`config.mk`:
```
export PLATFORM = sky130hd
export DESIGN_NAME = bus_brk_cmp
export DESIGN_NICKNAME = d
export VERILOG_FILES = /design/src/rtl/brk_pkg.sv /design/src/rtl/brk_lanes.sv /design/src/rtl/brk_qual.sv /design/src/rtl/bus_brk_cmp.sv
export SDC_FILE = /design/constraint.sdc
export NUM_CORES = 1
export LEC_CHECK = 0
export CORE_AREA = 2 2 50 52
export CTS_CLUSTER_DIAMETER = 100
export DETAILED_ROUTE_END_ITERATION = 10
export DIE_AREA = 0 0 52 54
export PLACE_DENSITY = 0.88
export SLEW_MARGIN = 20
export SYNTH_ARGS = -nofsm -noshare
export SYNTH_HDL_FRONTEND = slang
export SYNTH_SLANG_ARGS = --single-unit
```
`constraint.sdc`:
```
create_clock -name clk -period 1.3 [get_ports clk]
set_input_delay 0.13 -clock clk [delete_from_list [all_inputs] [get_ports clk]]
set_output_delay 0.13 -clock clk [all_outputs]
set_load 0.005 [all_outputs]
```
`src/rtl/brk_pkg.sv`:
```
package brk_pkg;

  // Size codes for access and breakpoint sizes.
  localparam logic [1:0] SZ_LONG = 2'b00;
  localparam logic [1:0] SZ_BYTE = 2'b01;
  localparam logic [1:0] SZ_WORD = 2'b10;
  localparam logic [1:0] SZ_BAD  = 2'b11;

  typedef enum logic [1:0] {
    DIR_RD   = 2'b00,
    DIR_WR   = 2'b01,
    DIR_ANY  = 2'b10,
    DIR_NONE = 2'b11
  } dir_sel_e;

  // Byte lanes of a long-word touched by an access at offset off with size sz.
  // The offset is rounded down to the size.
  function automatic logic [3:0] lane_mask(input logic [1:0] off, input logic [1:0] sz);
    logic [3:0] m;
    case (sz)
      SZ_BYTE: m = 4'b0001 << off;
      SZ_WORD: m = off[1] ? 4'b1100 : 4'b0011;
      SZ_LONG: m = 4'b1111;
      default: m = 4'b0000;
    endcase
    return m;
  endfunction

  function automatic logic dir_ok(input logic [1:0] sel, input logic wr);
    logic ok;
    case (sel)
      DIR_RD:  ok = !wr;
      DIR_WR:  ok = wr;
      DIR_ANY: ok = 1'b1;
      default: ok = 1'b0;
    endcase
    return ok;
  endfunction

endpackage

```
`src/rtl/brk_lanes.sv`:
```
module brk_lanes
  import brk_pkg::*;
#(
  parameter int OFF_W = 2
) (
  input  logic [OFF_W-1:0]      off_i,
  input  logic [1:0]            size_i,
  output logic [(1<<OFF_W)-1:0] lanes_o
);
  localparam int LANES = 1 << OFF_W;
  logic [3:0] m;
  always_comb m = lane_mask(off_i[1:0], size_i);
  assign lanes_o = LANES'(m);
endmodule

```
`src/rtl/brk_qual.sv`:
```
module brk_qual
  import brk_pkg::*;
(
  input  logic       valid_i,
  input  logic       write_i,
  input  logic       burst_i,
  input  logic       first_i,
  input  logic [1:0] sel_i,
  output logic       qual_o
);
  logic beat_ok;
  assign beat_ok = !burst_i || first_i;
  assign qual_o  = valid_i && beat_ok && dir_ok(sel_i, write_i);
endmodule

```
`src/rtl/bus_brk_cmp.sv`:
```
module bus_brk_cmp
  import brk_pkg::*;
#(
  parameter int ADDR_W = 32,
  parameter int OFF_W  = 2
) (
  input  logic              clk,
  input  logic              rst_n,
  input  logic              acc_valid_i,
  input  logic [ADDR_W-1:0] acc_addr_i,
  input  logic              acc_write_i,
  input  logic [1:0]        acc_size_i,
  input  logic              acc_burst_i,
  input  logic              acc_first_i,
  input  logic              acc_ext_i,
  input  logic [ADDR_W-1:0] bp_addr_i,
  input  logic [1:0]        bp_rw_sel_i,
  input  logic              bp_size_mask_i,
  input  logic [1:0]        bp_size_i,
  output logic              brk_o
);
  localparam int LANES = 1 << OFF_W;

  // Named internal events, observed by the checker.
  logic             qual_w;
  logic             upper_eq_w;
  logic             exact_eq_w;
  logic             overlap_w;
  logic             blind_w;
  logic             hit_w;
  logic             burst_active_q;
  logic [LANES-1:0] lanes_w [2];

  brk_qual u_qual (
    .valid_i (acc_valid_i),
    .write_i (acc_write_i),
    .burst_i (acc_burst_i),
    .first_i (acc_first_i),
    .sel_i   (bp_rw_sel_i),
    .qual_o  (qual_w)
  );

  // Side 0: the access, side 1: the breakpoint.
  for (genvar s = 0; s < 2; s++) begin : g_side
    brk_lanes #(.OFF_W(OFF_W)) u_lanes (
      .off_i   (s == 0 ? acc_addr_i[OFF_W-1:0] : bp_addr_i[OFF_W-1:0]),
      .size_i  (s == 0 ? acc_size_i : bp_size_i),
      .lanes_o (lanes_w[s])
    );
  end

  assign upper_eq_w = acc_addr_i[ADDR_W-1:OFF_W] == bp_addr_i[ADDR_W-1:OFF_W];
  assign exact_eq_w = upper_eq_w && (acc_addr_i[OFF_W-1:0] == bp_addr_i[OFF_W-1:0]);
  assign overlap_w  = upper_eq_w && |(lanes_w[0] & lanes_w[1]);
  assign blind_w    = bp_size_mask_i || acc_ext_i;
  assign hit_w      = qual_w && (blind_w ? exact_eq_w : overlap_w);

  always_ff @(posedge clk) begin
    if (!rst_n) begin
      brk_o          <= 1'b0;
      burst_active_q <= 1'b0;
    end else begin
      brk_o <= hit_w;
      if (acc_valid_i) begin
        if (acc_burst_i && acc_first_i) burst_active_q <= 1'b1;
        else if (!acc_burst_i)          burst_active_q <= 1'b0;
      end
    end
  end

endmodule

```
==> run summary <==
vias per inst -> 4.19
Hold WS -> 0.592 ns
Cell Chain, Critical Path -> dlygate4sd2_1 -> xor2_1 -> nor3_2 -> o2111ai_2 -> nor4_2
std cell rows -> 18
CP startpoint -> bp_addr_i[21]
Hold Violations, Final -> 0
Total GRT Usage -> 0.144
Die Wd -> 52 µm
Setup Crit Path Kind -> primary input to register
Worst Setup End Kind -> register
mapped cell area -> 454 µm²
register area share after synthesis -> 0.0441
n_diodes -> 0
Final setup viols -> 0
actual slew at the worst max-slew pin -> 0.272 ns
gr ovfl total -> 0
Max IR drop VDD -> 0.000136 V
top flop regs -> brk_o: 1 flops
core box area -> 2320 µm²
commonest cells after routing, fill and taps aside -> xor2_1, dlygate4sd2_1, buf_2
DRT Pass-1 Iters -> 1
height of the die -> 54 µm
maximum clock rate -> 0.791 GHz
Worst setup SP type -> primary input
max FFs per register -> 1
XOR/XNOR share of the synthesized area -> 0.636
Critical Path AT -> 1.17 ns
mux cell area share after synthesis -> 0
Synth Area in Compound Gates -> 0.0826
drt drc -> 0
syn avg cell area -> 7.83 µm²
WP buf/inv -> 1
CP endpoint -> brk_o$_SDFF_PN0_
simple-gate share of the synthesized area -> 0.237
top cell type's share of synthesized area -> 0.617
count of input and output buffers -> 78
Placed Cells -> 166
Post-Route WL -> 2000 µm
largest area contributor in the netlist -> xor2_1
largest net degree at the start of global routing -> 4
Lkg Pwr -> 0.530 nW
pins over their slew limit -> 0
Layout Cells excl Fill -> 166
Crit path depth -> 5
die area -> 2810 µm²
delay of the slowest critical-path stage -> 0.29 ns
post-CTS setup repair buffer count -> 0
fill count -> 237
Hold-fix buffers, CTS -> 0
vias in the first global route -> 735
CP max FO -> 1
nets -> 216
post-synth net total -> 136
Tcrit/Tclk final -> 0.973
overall via count from detail_route -> 696
post-synth cell types -> 13
initial DRC count -> 0
status -> finished, final reports clean
post-synthesis adder-cell area fraction -> 0
minimum clock period -> 1.26 ns
largest family of logic cells by synthesized area -> XOR/XNOR gates
Initial Utilization -> 0.196
Crit path required time -> 1.20 ns
#FFs+latches synth -> 1
clock slew at reported path FFs -> 0 ns
cell family with most CP delay -> simple AND/OR/NAND/NOR gates
PwrDens -> 281 nW/µm²
Top Ports -> 79
Wirelength per Cell -> 12.1 µm
CP max-delay cell -> nor4_2
Ys Warns -> 0
synth top area cells -> xor2_1, nor4_1, nor4_2
RD Place Congestion -> 0.692
worst hold-check path type -> primary input to register
DRT antenna net count -> 0
RSZ-0062 raised after global routing -> true
Max Cap Viol -> 0
post-layout util -> 0.500
Largest Register -> brk_o
first-pass GRT wire length -> 3110 µm
cell count after synthesis -> 58
initial antenna violation count -> 0
commonest non-fill, non-tap cell in the layout -> xor2_1
Rel. slew slack -> 0.817
layout cells sized above 1 -> 0.316
Area Overhead vs Synth -> 155%
detailed placer's ending HPWL -> 1880 µm
[Yosys cell counts]
cell type  count
xor2_1        32
xnor2_1        1
nor4_2         2
a21oi_1        2
nor2b_1        2
nor4_1         5
nand4_1        1
dfxtp_1        1
nor3_1         2
o2111ai_1      2
nor2_1         3
nand2_1        3
o21ai_0        2
[final cells by class]
cell class / count / area [µm²] / area share
flip-flops and latches: 1 / 20.0 / 0.0173
multi-input cells: 57 / 494 / 0.426
repair buffers: 78 / 608 / 0.524
well taps: 30 / 37.5 / 0.0324
[cell families after synthesis]
group,after synthesis
xor gates and xnor gates,33
and+or+nand+nor,18
AOI/OAI and AO/OA,6
DFF,1
[per-layer routing]
layer / vias to the layer above / routed length, µm / track usage
met5: - / 0 / 0
met4: 0 / 0 / 0
met3: 0 / 52 / 0.00556
met2: 18 / 1350 / 0.327
met1: 321 / 600 / 0.148
li1: 357 / - / -
[power by group]
| group | internal, W | leakage [nW] | switching, W |
|---|---|---|---|
| registers | 0.0000313 | 0.00805 | 0.00000000000000147 |
| logic | 0.000181 | 0.522 | 0.000114 |
| clock network | 0 | 0 | 0 |
| total | 0.000212 | 0.530 | 0.000114 |
[metrics by stage]
stage / TNS, ns / setup slack [ns] / power [W] / cell area [µm²]
after floorplan: 0 / 0.316 / 0.000123 / 454
after global placement: -0.256 / -0.256 / 0.000378 / 1270
after detailed placement: -0.357 / -0.357 / 0.000387 / 1270
after CTS: 0 / 0.00144 / 0.000326 / 1170
after global routing: -0.0438 / -0.0438 / 0.000354 / 1160
final: 0 / 0.0352 / 0.000326 / 1160
[worst min-delay path, stage by stage]
cell	delay (ns)
buf_2	0.10
xor2_2	0.13
nor4_2	0.06
o2111ai_2	0.07
nor4_2	0.05
[how the worst min path moves through the flow]
stage	cells after the start	start	to	slack, ns
finish	5	acc_addr_i[7]	brk_o$_SDFF_PN0_	0.59
global route	5	acc_addr_i[7]	brk_o$_SDFF_PN0_	0.63
CTS	5	acc_addr_i[5]	brk_o$_SDFF_PN0_	0.63
detailed placement	1	brk_o$_SDFF_PN0_	brk_o	0.85
global placement	1	brk_o$_SDFF_PN0_	brk_o	0.85
floorplan	3	bp_rw_sel_i[0]	brk_o$_SDFF_PN0_	0.34
[what timing repair did]
| item | 4_1_cts | 5_1_grt |
|---|---|---|
| cloned | 0 | 0 |
| gates resized for setup | 148 | 19 |
| endpoints found under the setup margin | 1 | 1 |
| pin swaps | 41 | 14 |
Note: power is estimated with default switching activity, not from simulation.
